`config.mk`:
```
export PLATFORM = sky130hd
export DESIGN_NAME = spi_flag_regs
export DESIGN_NICKNAME = d
export VERILOG_FILES = /design/src/rtl/spi_flag_pkg.sv /design/src/rtl/spi_cfg_regs.sv /design/src/rtl/spi_tx_hold.sv /design/src/rtl/spi_rx_hold.sv /design/src/rtl/spi_req_route.sv /design/src/rtl/spi_flag_regs.sv
export SDC_FILE = /design/constraint.sdc
export NUM_CORES = 1
export LEC_CHECK = 0
export BUFFER_PORTS_ARGS = -buffer_cell sky130_fd_sc_hd__buf_2
export CORE_MARGIN = 8
export CORE_UTILIZATION = 45
export DETAILED_ROUTE_END_ITERATION = 10
export PLACE_DENSITY = 0.81
export SLEW_MARGIN = 40
export SYNTH_ARGS = -nofsm -noshare
export SYNTH_HDL_FRONTEND = slang
export SYNTH_SLANG_ARGS = --single-unit
```
`constraint.sdc`:
```
create_clock -name clk -period 1.35 [get_ports clk]
set_input_delay 0 -clock clk [delete_from_list [all_inputs] [get_ports clk]]
set_output_delay 0 -clock clk [all_outputs]
set_load 0.03 [all_outputs]
```
`src/rtl/spi_flag_pkg.sv`:
```
package spi_flag_pkg;
  localparam int REG_W = 8;

  typedef enum logic [1:0] {
    A_CTRL = 2'd0,
    A_STAT = 2'd1,
    A_DATA = 2'd2,
    A_NONE = 2'd3
  } reg_addr_e;

  typedef struct packed {
    logic rx_ie;
    logic dma_sel;
    logic master;
    logic cpol;
    logic cpha;
    logic wired_or;
    logic enable;
    logic tx_ie;
  } ctrl_t;

  localparam logic [REG_W-1:0] CTRL_RST = 8'h08;
endpackage

```
`src/rtl/spi_cfg_regs.sv`:
```
module spi_cfg_regs
  import spi_flag_pkg::*;
#(
  parameter int SYNC_STAGES = 2
) (
  input  logic             clk,
  input  logic             rst_n,
  input  logic             wr_ctrl,
  input  logic             wr_stat,
  input  logic [REG_W-1:0] wdata,
  input  logic             ss_n,
  output ctrl_t            ctrl,
  output logic [1:0]       rate,
  output logic             modf
);
  logic [SYNC_STAGES-1:0] ss_sync;
  logic                   fault;

  always_ff @(posedge clk or negedge rst_n) begin
    if (!rst_n) ss_sync <= '1;
    else        ss_sync <= {ss_sync[SYNC_STAGES-2:0], ss_n};
  end

  assign fault = ctrl.master & ctrl.enable & ~ss_sync[SYNC_STAGES-1];

  always_ff @(posedge clk or negedge rst_n) begin
    if (!rst_n) begin
      ctrl <= ctrl_t'(CTRL_RST);
      rate <= 2'b00;
      modf <= 1'b0;
    end else begin
      if (wr_ctrl) ctrl <= ctrl_t'(wdata);
      if (wr_stat) begin
        rate <= wdata[1:0];
        modf <= 1'b0;
      end
      if (fault) modf <= 1'b1;
      if (fault || modf) ctrl.enable <= 1'b0;
    end
  end

  assert_modf_master_R9: assert property (@(posedge clk) disable iff (!rst_n)
    $rose(modf) |-> $past(ctrl.master) && $past(ctrl.enable));
  assert_modf_kills_en_R9: assert property (@(posedge clk) disable iff (!rst_n)
    modf |-> !ctrl.enable);
  assert_stat_wr_clears_R9: assert property (@(posedge clk) disable iff (!rst_n)
    (wr_stat && !fault) |=> !modf);
endmodule

```
`src/rtl/spi_tx_hold.sv`:
```
module spi_tx_hold
  import spi_flag_pkg::*;
(
  input  logic             clk,
  input  logic             rst_n,
  input  logic             wr_data,
  input  logic [REG_W-1:0] wdata,
  input  logic             enable,
  input  logic             tx_ready,
  output logic             tx_valid,
  output logic [REG_W-1:0] tx_data,
  output logic             txe
);
  logic [REG_W-1:0] tx_buf;

  always_ff @(posedge clk) begin
    if (wr_data) tx_buf <= wdata;
  end

  always_ff @(posedge clk or negedge rst_n) begin
    if (!rst_n)                     txe <= 1'b1;
    else if (wr_data)               txe <= 1'b0;
    else if (tx_valid && tx_ready)  txe <= 1'b1;
  end

  assign tx_valid = ~txe & enable;
  assign tx_data  = tx_buf;

  assert_handoff_sets_R4: assert property (@(posedge clk) disable iff (!rst_n)
    (tx_valid && tx_ready && !wr_data) |=> txe);
  assert_write_wins_R11: assert property (@(posedge clk) disable iff (!rst_n)
    wr_data |=> !txe && tx_data == $past(wdata));
endmodule

```
`src/rtl/spi_rx_hold.sv`:
```
module spi_rx_hold
  import spi_flag_pkg::*;
(
  input  logic             clk,
  input  logic             rst_n,
  input  logic             rd_stat,
  input  logic             rd_data,
  input  logic             rx_valid,
  input  logic [REG_W-1:0] rx_data,
  output logic [REG_W-1:0] rx_buf,
  output logic             rxf,
  output logic             ovr
);
  logic seen_rxf, seen_ovr;
  logic clr_rxf, take;

  assign clr_rxf = rd_data & seen_rxf;
  assign take    = rx_valid & (~rxf | clr_rxf);

  always_ff @(posedge clk) begin
    if (take) rx_buf <= rx_data;
  end

  always_ff @(posedge clk or negedge rst_n) begin
    if (!rst_n) begin
      rxf      <= 1'b0;
      ovr      <= 1'b0;
      seen_rxf <= 1'b0;
      seen_ovr <= 1'b0;
    end else begin
      if (take)         rxf <= 1'b1;
      else if (clr_rxf) rxf <= 1'b0;

      if (rx_valid && !take)         ovr <= 1'b1;
      else if (rd_data && seen_ovr)  ovr <= 1'b0;

      if (rd_stat) begin
        seen_rxf <= rxf;
        seen_ovr <= ovr;
      end else if (rd_data) begin
        seen_rxf <= 1'b0;
        seen_ovr <= 1'b0;
      end
    end
  end

  assert_rxf_holds_R6: assert property (@(posedge clk) disable iff (!rst_n)
    (rxf && !rd_data) |=> rxf);
  assert_ovr_keeps_R7: assert property (@(posedge clk) disable iff (!rst_n)
    (rx_valid && rxf && !clr_rxf) |=> ovr && rx_buf == $past(rx_buf));
  assert_same_cycle_R8: assert property (@(posedge clk) disable iff (!rst_n)
    (rx_valid && clr_rxf) |=> rxf && rx_buf == $past(rx_data));
endmodule

```
`src/rtl/spi_req_route.sv`:
```
module spi_req_route #(
  parameter int N = 2
) (
  input  logic [N-1:0] flag,
  input  logic [N-1:0] en,
  input  logic         dma_sel,
  output logic [N-1:0] cpu_req,
  output logic [N-1:0] dma_req
);
  for (genvar i = 0; i < N; i++) begin : g_ch
    logic req;
    assign req        = flag[i] & en[i];
    assign cpu_req[i] = req & ~dma_sel;
    assign dma_req[i] = req & dma_sel;
  end
endmodule

```
`src/rtl/spi_flag_regs.sv`:
```
module spi_flag_regs
  import spi_flag_pkg::*;
#(
  parameter int SYNC_STAGES = 2
) (
  input  logic             clk,
  input  logic             rst_n,
  input  logic [1:0]       bus_addr,
  input  logic             bus_wr,
  input  logic             bus_rd,
  input  logic [REG_W-1:0] bus_wdata,
  output logic [REG_W-1:0] bus_rdata,
  output logic             tx_valid,
  input  logic             tx_ready,
  output logic [REG_W-1:0] tx_data,
  input  logic             rx_valid,
  input  logic [REG_W-1:0] rx_data,
  input  logic             ss_n,
  output logic             cfg_master,
  output logic             cfg_cpol,
  output logic             cfg_cpha,
  output logic             cfg_wired_or,
  output logic             cfg_enable,
  output logic [1:0]       cfg_rate,
  output logic             irq_rx,
  output logic             irq_tx,
  output logic             dma_rx,
  output logic             dma_tx
);
  reg_addr_e        sel;
  ctrl_t            ctrl;
  logic [1:0]       rate;
  logic             modf, txe, rxf, ovr;
  logic [REG_W-1:0] rx_buf;
  logic             wr_ctrl, wr_stat, wr_data, rd_stat, rd_data;
  logic [1:0]       cpu_req, dma_req;

  assign sel     = reg_addr_e'(bus_addr);
  assign wr_ctrl = bus_wr & (sel == A_CTRL);
  assign wr_stat = bus_wr & (sel == A_STAT);
  assign wr_data = bus_wr & (sel == A_DATA);
  assign rd_stat = bus_rd & (sel == A_STAT);
  assign rd_data = bus_rd & (sel == A_DATA);

  spi_cfg_regs #(.SYNC_STAGES(SYNC_STAGES)) u_cfg (
    .clk(clk), .rst_n(rst_n), .wr_ctrl(wr_ctrl), .wr_stat(wr_stat),
    .wdata(bus_wdata), .ss_n(ss_n), .ctrl(ctrl), .rate(rate), .modf(modf)
  );

  spi_tx_hold u_tx (
    .clk(clk), .rst_n(rst_n), .wr_data(wr_data), .wdata(bus_wdata),
    .enable(ctrl.enable), .tx_ready(tx_ready), .tx_valid(tx_valid),
    .tx_data(tx_data), .txe(txe)
  );

  spi_rx_hold u_rx (
    .clk(clk), .rst_n(rst_n), .rd_stat(rd_stat), .rd_data(rd_data),
    .rx_valid(rx_valid), .rx_data(rx_data), .rx_buf(rx_buf),
    .rxf(rxf), .ovr(ovr)
  );

  spi_req_route #(.N(2)) u_route (
    .flag({txe, rxf}), .en({ctrl.tx_ie, ctrl.rx_ie}), .dma_sel(ctrl.dma_sel),
    .cpu_req(cpu_req), .dma_req(dma_req)
  );

  assign irq_rx = cpu_req[0];
  assign irq_tx = cpu_req[1];
  assign dma_rx = dma_req[0];
  assign dma_tx = dma_req[1];

  always_comb begin
    case (sel)
      A_CTRL:  bus_rdata = ctrl;
      A_STAT:  bus_rdata = {rxf, 1'b0, ovr, modf, txe, 1'b0, rate};
      A_DATA:  bus_rdata = rx_buf;
      default: bus_rdata = '0;
    endcase
  end

  assign cfg_master   = ctrl.master;
  assign cfg_cpol     = ctrl.cpol;
  assign cfg_cpha     = ctrl.cpha;
  assign cfg_wired_or = ctrl.wired_or;
  assign cfg_enable   = ctrl.enable;
  assign cfg_rate     = rate;

  assert_route_rx_R10: assert property (@(posedge clk) disable iff (!rst_n)
    (irq_rx || dma_rx) == (rxf && ctrl.rx_ie));
  assert_route_tx_R10: assert property (@(posedge clk) disable iff (!rst_n)
    (irq_tx || dma_tx) == (txe && ctrl.tx_ie));
  assert_dma_path_R10: assert property (@(posedge clk) disable iff (!rst_n)
    !ctrl.dma_sel |-> !dma_rx && !dma_tx);
endmodule

```
======== After elaboration in Yosys (flattened, before gate mapping) ========
Index checks and enable logic that the tools add are counted.
word-level totals
  latch bits .............................. 0
  memories kept ........................... 0
  bits in read-only memories .............. 0
  RAM bits ................................ 0
  word-level logic and storage cells ...... 67
  register bits after elaboration ......... 34
cells by class
  magnitude comparators ................... 0
  divide/modulo/power cells ............... 0
  bitwise operators ....................... 21
  reductions and logical operators ........ 12
  add/sub/neg operators ................... 0
  equal/unequal tests ..................... 2
  shifts and indexed selects .............. 0
  multiply operators ...................... 0
  multiplexer cells ....................... 14
operators with widths
  cell                number
  $pmux 8 s3          1
  $and 1x1->1         16
  $mux 1              12
  $reduce_bool 2->1   6
  $not 1->1           4
  $logic_and 1x1->1   3
  $eq 2x1->1 const B  1
  $eq 2x2->1 const B  1
  $logic_not 2->1     1
  $mux 2              1
  $logic_not 1->1     1
  $logic_or 1x1->1    1
  $or 1x1->1          1

======== Depth between registers and ports, before layout ========
Gate-level depths: netlist of run 1.
  depth after elaboration ................. 8
  depth in mapped cells ................... 5
  depth with buffers taken out ............ 3

======== By module ========
A second synthesis of run 1 with hierarchy kept.
second synthesis, totals
  cell total of the unflattened synthesis .. 95
  area total of the unflattened synthesis .. 1,413.9 um^2
by module, submodules not included
  module         cells an instance  instances  area each (um^2)
  spi_cfg_regs   28                 1          478.0
  spi_rx_hold    25                 1          417.9
  spi_tx_hold    12                 1          281.5
  spi_flag_regs  26                 1          203.9
  spi_req_route  4                  1          32.5

======== Worst setup path before layout of run 1 ========
No wires, ideal clock.
  path type ............................... flip-flop to output port
  start ................................... register u_cfg.ctrl[3] (netlist name)
  end ..................................... output port bus_rdata[3]
  path slack .............................. -0.035 ns
  required time ........................... 1.350 ns
  cell stages (with the launch flop) ...... 3
  buffers on the path ..................... 0
  data arrival time ....................... 1.385 ns
  cell sequence ........................... dfstp_2 -> mux2i_1 -> o21ai_0
on the way
  longest elaborated chain between the ends .. 1
RTL lines
  element     RTL line             RTL
  $pmux 8 s3  spi_flag_regs.sv:73  case (sel)
  to (decl)   spi_flag_regs.sv:12  output logic [REG_W-1:0] bus_rdata,
No other way between the ends.

======== Final worst setup path of run 1 ========
  start ................................... register u_tx.txe
  end ..................................... output port bus_rdata[3]
on the way
  longest elaborated chain between the ends .. 1
RTL lines
  element                 RTL line             RTL
  from (decl)             spi_tx_hold.sv:12    output logic txe
  from (signal assigned)  spi_tx_hold.sv:21    if (!rst_n) txe <= 1'b1;
  from (signal assigned)  spi_tx_hold.sv:22    else if (wr_data) txe <= 1'b0;
  from (signal assigned)  spi_tx_hold.sv:23    else if (tx_valid && tx_ready) txe <= 1'b1;
  $pmux 8 s3              spi_flag_regs.sv:73
No other way between the ends.

==> flow_summary.ini, run 1 <==
[setup_path]
cp-start-kind = flop
cp_slowest_stage_delay_ns = 0.57
r2r_cells = 3
worst_setup_path_end_kind = primary output
crit_buf_inv = 1
crit_family = flip-flops
critical_path_depth = 3
critPathRequiredTime_ns = 1.35
critical_path_class = flop to primary output
crit_slowest_cell = dfstp_2
worstPathMaxFanout = 4
arrival_ns = 1.34
critical_path.cell_chain = mux2i_1, o21ai_1, buf_4

[timing]
fin_ws_ns = 0.0112
fmax_mhz = 747
period_share_pct = 99.2
fin_skew_ns = 0.000348
max_slew_margin_pct = 68.1
holdWs_ns = 0.0553
min_period_ns = 1.34
setup_viol = 0
finalSetupTns_ns = 0
slew_viol_final = 0
worstMarginPinSlew_ns = 0.478
hold_violations = 0
rsz0062_at_grt = true

[detailed_routing]
drc = 0
antenna_left = 0
wl_per_cell_um = 14.4
via_count = 1089
viasPerCell = 4.80
drt-pass1-iter-count = 4
drt_iter0_drc = 72
wl_um = 3280

[layout]
fillers = 223
nets = 207
drive_above_1_share_pct = 43.2
syn_to_final_growth_pct = 42.2
fin_area_um2 = 2010
final_util_pct = 66.2
diodes = 0

[clock_tree]
cts_tree = done
insertion_delay_ns = 0.32
clkSlewWorstSetupHoldPaths_ns = 0.09
htree_levels = 2
cts_buffer_depth = 2
cts_buffers = 5
cts-root-buf = clkbuf_4
cts.sinks = 34

[min_path]
hold_class = input port to flop
holdPathStages = 2

[floorplan]
core-area_um2 = 3030
die_w_um = 72.0
die-area_um2 = 5180
io_pins = 53
start_util_pct = 46.6
die-height_um = 72.0
rows = 20

[placed_design]
pre_cts_ws_ns = 0.103
gp_congestion = 0.860
portBuffers = 52
dpl_cell_area_um2 = 1710
dp_hpwl_um = 2390

[logic_synthesis]
synth.top_cell.area_share_pct = 34.1
yosys-top-cells-area = edfxtp_1 34%, dfrtp_1 25%, dfstp_2 7.5%, mux2_2 7.2%, mux2i_1 5.7%
synth.avg_cell_area_um2 = 13.8
postSynthNetCount = 127
yosysWarnings = 0
postSynthCellCount = 102
synth_cell_type_count = 25
ys_ff_latch = 34
synth_top_cells_by_count = 16 x edfxtp_1, 14 x dfrtp_1, 13 x nand2_1
async_flop_share_pct = 52.9
synth_ff_type = edfxtp_1
synth.most_common_cell = edfxtp_1
synth_top_area_cell = edfxtp_1
syn_area_um2 = 1410
synth-edff-count = 16
ys_seq_area_share_pct = 66.4

[global_routing]
grt.total_usage_pct = 13.1
grt_overflow = 0
grt_pass1_vias = 1111
grt_pass1_wl_um = 5220
antenna_found_initial = 0
grt_max_degree = 19

[power]
pwr_density_cell_nw_per_um2 = 1340
p_leak_nw = 0.895
ir_drop_mv = 0.741

[run_status]
status = finished clean

[flow_run]
cap_viol_max_count = 0
## cell usage in the layout (no fill, tap or decap)
cell	n
buf_4	6
nor2_1	5
nand3b_1	1
o2bb2ai_1	2
nand2_1	13
a31oi_1	2
buf_2	50
nand2b_1	1
a32o_1	1
a21oi_1	1
nand3_1	1
clkbuf_1	1
clkbuf_4	5
dlygate4sd3_1	21
edfxtp_1	16
and3_1	2
clkbuf_8	1
o22ai_1	1
nor2b_1	5
mux2i_1	8
and2_2	1
nand4b_1	1
dfrtp_1	14
clkinv_2	1
nor3b_4	1
and2_1	1
o21ai_0	6
nor3_2	1
dfstp_2	4
mux2_2	9
o21ai_1	1
## state kept, by name, indices dropped and copies added, names as in the netlist
register	cells
u_rx.rx_buf	8
u_rx.seen_rxf	1
u_cfg.ss_sync	2
u_cfg.ctrl	8
u_rx.rxf	1
u_tx.tx_data	8
u_rx.ovr	1
u_tx.txe	1
u_cfg.modf	1
u_rx.seen_ovr	1
u_cfg.rate	2
## layer usage
layer	up-vias	track usage [%]	part of all wire [%]
li1	532	-	-
met1	500	13.7	41
met2	46	21.9	49
met3	11	4.13	6.8
met4	0	8.84	2.9
met5	-	0	0
## power by group
part           leakage [nW]  total (mW)  internal (mW)  switching (mW)
logic                 0.509       0.794          0.325           0.470
clock network        0.0353       0.557          0.252           0.305
registers             0.351        1.34           1.23           0.112
total                 0.895        2.69           1.81           0.886
## area by class of cell
type,count,area [um2],share of cell area (%)
flip-flops and latches,34,936,46.7
repair buffers,77,505,25.2
clock buffers,7,55.1,2.74
clock inverters,1,5.00,0.250
well taps,44,55.1,2.74
multi-input cells,64,449,22.4
## logic make-up after synthesis
family,synth area share (%)
buffers and inverters,1.86
DFF,66.4
and+or+nand+nor,12.8
AOI/OAI and AO/OA,6.12
muxes,12.9
## worst register-to-register path, stage by stage, from the launching register on
cell and delay, ns:
dfrtp_1 0.37, nand4b_1 0.12, nand2_1 0.11, and2_2 0.25
## timing repair
| item | 4_1_cts | 5_1_grt |
|---|---|---|
| pin swaps | 1 | 1 |
| setup endpoints to repair | 1 | 11 |
| gates resized for setup | 1 | 2 |
| hold endpoints to repair | 49 | 0 |
| gates cloned | 0 | 0 |
| hold buffers | 21 | 0 |
| buffers inserted | 1 | 1 |
## through the flow
stage                     cells  total power, mW
after detailed placement    196             2.07
after floorplan             102             1.82
after global routing        227             2.84
after CTS                   226             2.70
final                       227             2.69
after global placement      196             2.05
## final timing paths
path / startpoint / slack [ns] / end
max in group asynchronous: rst_n / 0.87 / u_cfg.ctrl[3]
max reg2reg: u_rx.seen_rxf / 0.20 / u_rx.rx_buf[1]
max: u_tx.txe / 0.01 / bus_rdata[3]
min reg2reg: u_cfg.ss_sync[0] / 0.36 / u_cfg.ss_sync[1]
min in group asynchronous: rst_n / 0.15 / u_rx.seen_rxf
min: bus_addr[1] / 0.06 / u_rx.seen_ovr
Power figures use the tool's default switching activity.
==> run 2: changes to the inputs <==
==> constraint.sdc (replaced) <==
create_clock -name clk -period 1.6 [get_ports clk]
set_input_delay 0 -clock clk [delete_from_list [all_inputs] [get_ports clk]]
set_output_delay 0 -clock clk [all_outputs]
set_load 0.03 [all_outputs]
==> run 2 against run 1 <==
Final cell count shrank 1.8%. Critical path depth unchanged. Critical endpoint unchanged. Clock-buffer cell count rose by 1. Cell area decreased by 2.5%. Largest cell class unchanged. Highest routed layer unchanged.
==> flow_summary.ini, run 2 (synthesized netlist as in run 1, its figures left out) <==
[layout]
regArea_um2 = 936
drive_above_1_share_pct = 40.8
diodes = 0
layout_common_cells = 52 x buf_2, 20 x dlygate4sd3_1, 16 x edfxtp_1, 14 x dfrtp_1, 13 x nand2_1
multi_input_area_um2 = 448
final_util_pct = 64.6
stdcell_count = 223
fillers = 238
layout_commonest_cell = buf_2
nets = 203
syn_to_final_growth_pct = 38.7

[timing]
finalSetupTns_ns = 0
max_slew_margin_pct = 68.3
fin_skew_ns = 0.00888
worstMarginPinSlew_ns = 0.476
setup_viol = 0
min_period_ns = 1.49
slew_viol_final = 0
period_share_pct = 93.4
fmax_mhz = 669
rsz0062_at_grt = false
hold_violations = 0

[detailed_routing]
wl_per_cell_um = 14.9
drc = 0
drt_iter0_drc = 60
wl_um = 3320
antenna_left = 0
via_count = 1077
drt-pass1-iter-count = 4
viasPerCell = 4.83

[floorplan]
core-area_um2 = 3030
io_pins = 53
die-area_um2 = 5180
die_w_um = 72.0
die-height_um = 72.0
rows = 20
start_util_pct = 46.6

[placed_design]
placed_cells = 195
gp_congestion = 0.872
dp_hpwl_um = 2390
portBuffers = 52

[clock_tree]
cts.sinks = 34
cts_tree = done
cts-root-buf = clkbuf_4
ctsResizeCount = 0
cts_buffers = 5
cts_setup_buffers = 0
holdBufCountCts = 20
cts_buffer_depth = 2
insertion_delay_ns = 0.33
clkSlewWorstSetupHoldPaths_ns = 0.10
htree_levels = 2

[power]
comb_power_share_pct = 28.3
internal_power_mw = 1.45
p_leak_nw = 0.866
fin_total_pwr_mw = 2.19
ir_drop_mv = 0.459
switching_power_uw = 738
pwr-share-clk_pct = 19.6
swShare_pct = 33.7
pwr_density_cell_nw_per_um2 = 1120
pwr-share-seq_pct = 52.1

[setup_path]
critical_path_class = flop to primary output
r2r_slack_ns = 0.33
crit_slowest_cell = dfstp_2
worstPathMaxFanout = 5
crit_family = flip-flops
critical_path.cell_chain = mux2i_1, o21ai_0, buf_2
r2r-end = u_rx.rx_buf[3]
r2r_cells = 3
regToRegStartpoint = u_rx.seen_rxf
cp_slowest_stage_delay_ns = 0.59
cp-start-kind = flop
worst_setup_path_end_kind = primary output
critPathRequiredTime_ns = 1.60
arrival_ns = 1.49
crit_buf_inv = 1

[global_routing]
antenna_found_initial = 0
grt_pass1_vias = 1182
grt_overflow = 0
grt_max_degree = 19
grt_pass1_wl_um = 5460
grt.total_usage_pct = 13.6

[min_path]
min_to = u_rx.seen_ovr
min-delay-start = bus_rd
holdPathStages = 3
hold_class = input port to flop

[flow_run]
cap_viol_max_count = 0

[run_status]
status = finished clean
==> run 2: cell count changes in the layout (fill, tap and decap cells not counted), sizes merged <==
cell / delta
clkinv: -1
dlygate4sd3: -1
buf: -3
clkbuf: +1
==> run 2: area by class of cell <==
| cell class | instances | area share [%] |
|---|---|---|
| Timing Repair Buffer | 73 | 23.9 |
| Multi-Input combinational cell | 64 | 22.9 |
| Tap cell | 44 | 2.82 |
| Sequential cell | 34 | 47.9 |
| Clock buffer | 8 | 2.50 |
==> run 2: through the flow <==
| step | cell area (um2) | setup slack [ns] | hold slack, ns |
|---|---|---|---|
| 6_report | 1960 | 0.105 | 0.0309 |
| 3_5_place_dp | 1710 | 0.333 | -0.0474 |
| 5_1_grt | 1960 | 0.0413 | 0.0351 |
| 3_3_place_gp | 1710 | 0.392 | -0.0581 |
| 4_1_cts | 1960 | 0.128 | 0.0105 |
| 2_1_floorplan | 1410 | 0.215 | -0.296 |
==> run 2: layer usage <==
metal  up-vias  GRT usage (%)  routed length (um)  share of wire (%)
met3         9           3.99                 163                4.9
met2        39           23.1                1650                 50
met5         -              0                   0                  0
li1        522              -                   -                  -
met4         0           8.84                  93                2.8
met1       507           14.5                1410                 43
==> run 2: how the worst max path moves through the flow <==
stage | start | end | slack (ns) | cells past startpoint
global placement | bus_addr[0] | u_rx.rx_buf[2] | 0.39 | 4
global route | u_tx.txe | bus_rdata[3] | 0.04 | 3
finish | u_tx.txe | bus_rdata[3] | 0.11 | 3
CTS | u_tx.txe | bus_rdata[3] | 0.13 | 3
detailed placement | u_rx.seen_rxf | u_rx.rx_buf[2] | 0.33 | 3
floorplan | u_cfg.ctrl[3] | bus_rdata[3] | 0.21 | 2
==> run 2: worst min-delay path: stages <==
cell       delay [ns]
buf_2            0.13
nand2_1          0.08
o2bb2ai_1        0.11
==> run 2: power by group through the flow <==
stage / Combinational [mW] / Sequential (mW) / Clock (mW)
3_3_place_gp: 0.573 / 1.15 / 0
6_report: 0.618 / 1.14 / 0.429
4_1_cts: 0.625 / 1.14 / 0.450
2_1_floorplan: 0.305 / 1.23 / 0
5_1_grt: 0.665 / 1.16 / 0.482
3_5_place_dp: 0.586 / 1.16 / 0
==> run 3: changes to the inputs <==
--- a/config.mk
+++ b/config.mk
@@ -9,7 +9,7 @@
 export CORE_MARGIN = 8
 export CORE_UTILIZATION = 45
 export DETAILED_ROUTE_END_ITERATION = 10
-export PLACE_DENSITY = 0.81
+export PLACE_DENSITY = 0.76
 export SLEW_MARGIN = 40
 export SYNTH_ARGS = -nofsm -noshare
 export SYNTH_HDL_FRONTEND = slang
==> run 3 against run 2 <==
Maximum frequency rose by 2.0%. Largest power group unchanged. Cell area grew 1.1%. Wire length increased by 2.2%.
==> flow_summary.ini, run 3 (synthesized netlist as in run 1, its figures left out) <==
[run_status]
status = finished clean

[timing]
period_share_pct = 91.6
hold_violations = 0
worstMarginPinSlew_ns = 0.455
finalSetupTns_ns = 0
fin_skew_ns = 0.00733
rsz0062_at_grt = false
holdWs_ns = 0.0403
setup_viol = 0
slew_viol_final = 0
max_slew_margin_pct = 69.6
min_period_ns = 1.47
fmax_mhz = 682

[placed_design]
dpl_cell_area_um2 = 1710
portBuffers = 52
dp_hpwl_um = 2480
gp_congestion = 0.805

[power]
internal_power_mw = 1.49
p_leak_nw = 0.879
switching_power_uw = 755
comb_power_share_pct = 27.7
swShare_pct = 33.6
pwr-share-seq_pct = 50.9
pwr-share-clk_pct = 21.4
pwr_density_cell_nw_per_um2 = 1130
ir_drop_mv = 0.500

[setup_path]
r2r_slack_ns = 0.33
regToRegStartpoint = u_rx.seen_rxf
worstPathMaxFanout = 5
r2r_cells = 3
cp-start-kind = flop
arrival_ns = 1.47
worst_setup_path_end_kind = primary output
critical_path_class = flop to primary output
r2r-end = u_rx.rx_buf[7]
critPathRequiredTime_ns = 1.60

[clock_tree]
cts_setup_buffers = 0
htree_levels = 2
cts_buffers = 5
clkSlewWorstSetupHoldPaths_ns = 0.10
ctsResizeCount = 0
cts_tree = done
cts-root-buf = clkbuf_4
cts.sinks = 34
holdBufCountCts = 21
insertion_delay_ns = 0.34
cts_buffer_depth = 2

[floorplan]
core-area_um2 = 3030
start_util_pct = 46.6
io_pins = 53
die-height_um = 72.0
die-area_um2 = 5180
die_w_um = 72.0
rows = 20

[flow_run]
cap_viol_max_count = 0

[layout]
layout_common_cells = 52 x buf_2, 21 x dlygate4sd3_1, 16 x edfxtp_1, 14 x dfrtp_1, 13 x nand2_1
fin_area_um2 = 1980
syn_to_final_growth_pct = 40.2
layout_commonest_cell = buf_2
diodes = 0
nets = 204
fillers = 228
drive_above_1_share_pct = 41.7

[detailed_routing]
viasPerCell = 4.86
drc = 0
drt_iter0_drc = 38
wl_per_cell_um = 15.2
antenna_left = 0
wl_um = 3390
via_count = 1088
drt-pass1-iter-count = 4

[min_path]
min_to = u_rx.seen_ovr
min-delay-start = bus_addr[1]
holdPathStages = 2
hold_class = input port to flop

[global_routing]
grt_overflow = 0
grt.total_usage_pct = 13.5
grt_pass1_wl_um = 5410
antenna_found_initial = 0
grt_pass1_vias = 1147
grt_max_degree = 19
## run 3: cell count changes in the layout (fill, tap and decap cells not counted)
| cell | delta |
|---|---|
| clkbuf_1 | -2 |
| clkbuf_8 | +1 |
| clkinv_2 | +1 |
| dlygate4sd3_1 | +1 |
## run 3: per-stage QoR
stage	cells	utilization (%)	total power, mW	setup slack [ns]
finish	224	65.3	2.24	0.135
global route	224	65.3	2.36	0.0705
CTS	224	65.3	2.27	0.133
detailed placement	195	56.4	1.75	0.335
global placement	195	56.4	1.73	0.395
floorplan	102	-	1.53	0.215
## run 3: critical path, stage by stage, from the launching register on
cell     delay, ns
dfstp_2       0.59
mux2i_1       0.08
o21ai_0       0.21
buf_2         0.24
## run 3: worst max path at each step
stage | from | end | slack (ns) | cells past startpoint
after global routing | u_tx.txe | bus_rdata[3] | 0.07 | 3
after CTS | u_tx.txe | bus_rdata[3] | 0.13 | 3
final | u_tx.txe | bus_rdata[3] | 0.13 | 3
after detailed placement | u_rx.seen_rxf | u_rx.rx_buf[1] | 0.33 | 3
after global placement | bus_addr[0] | u_rx.rx_buf[1] | 0.40 | 4
after floorplan | u_cfg.ctrl[3] | bus_rdata[3] | 0.21 | 2
## run 3: final cells by class
type / instances / area (um2) / share of cell area [%]
sequential: 34 / 936 / 47.3
timing repair buffer: 74 / 478 / 24.2
multi-input combinational: 64 / 448 / 22.7
clock buffer: 7 / 55.1 / 2.78
tap: 44 / 55.1 / 2.78
clock inverter: 1 / 5.00 / 0.253
## run 3: metal layers
layer	vias to the layer above	wire length [um]	part of all wire [%]	global-route usage, %
li1	521	-	-	-
met1	507	1360	40	13.8
met2	54	1700	50	23.2
met3	6	265	7.8	5.65
met4	0	63	1.9	6.80
met5	-	0	0	0
## run 3: power groups by stage
| stage | clock (mW) | sequential, mW | combinational (mW) |
|---|---|---|---|
| floorplan | 0 | 1.23 | 0.305 |
| global placement | 0 | 1.15 | 0.573 |
| detailed placement | 0 | 1.16 | 0.585 |
| CTS | 0.501 | 1.14 | 0.626 |
| global route | 0.536 | 1.16 | 0.670 |
| finish | 0.480 | 1.14 | 0.621 |
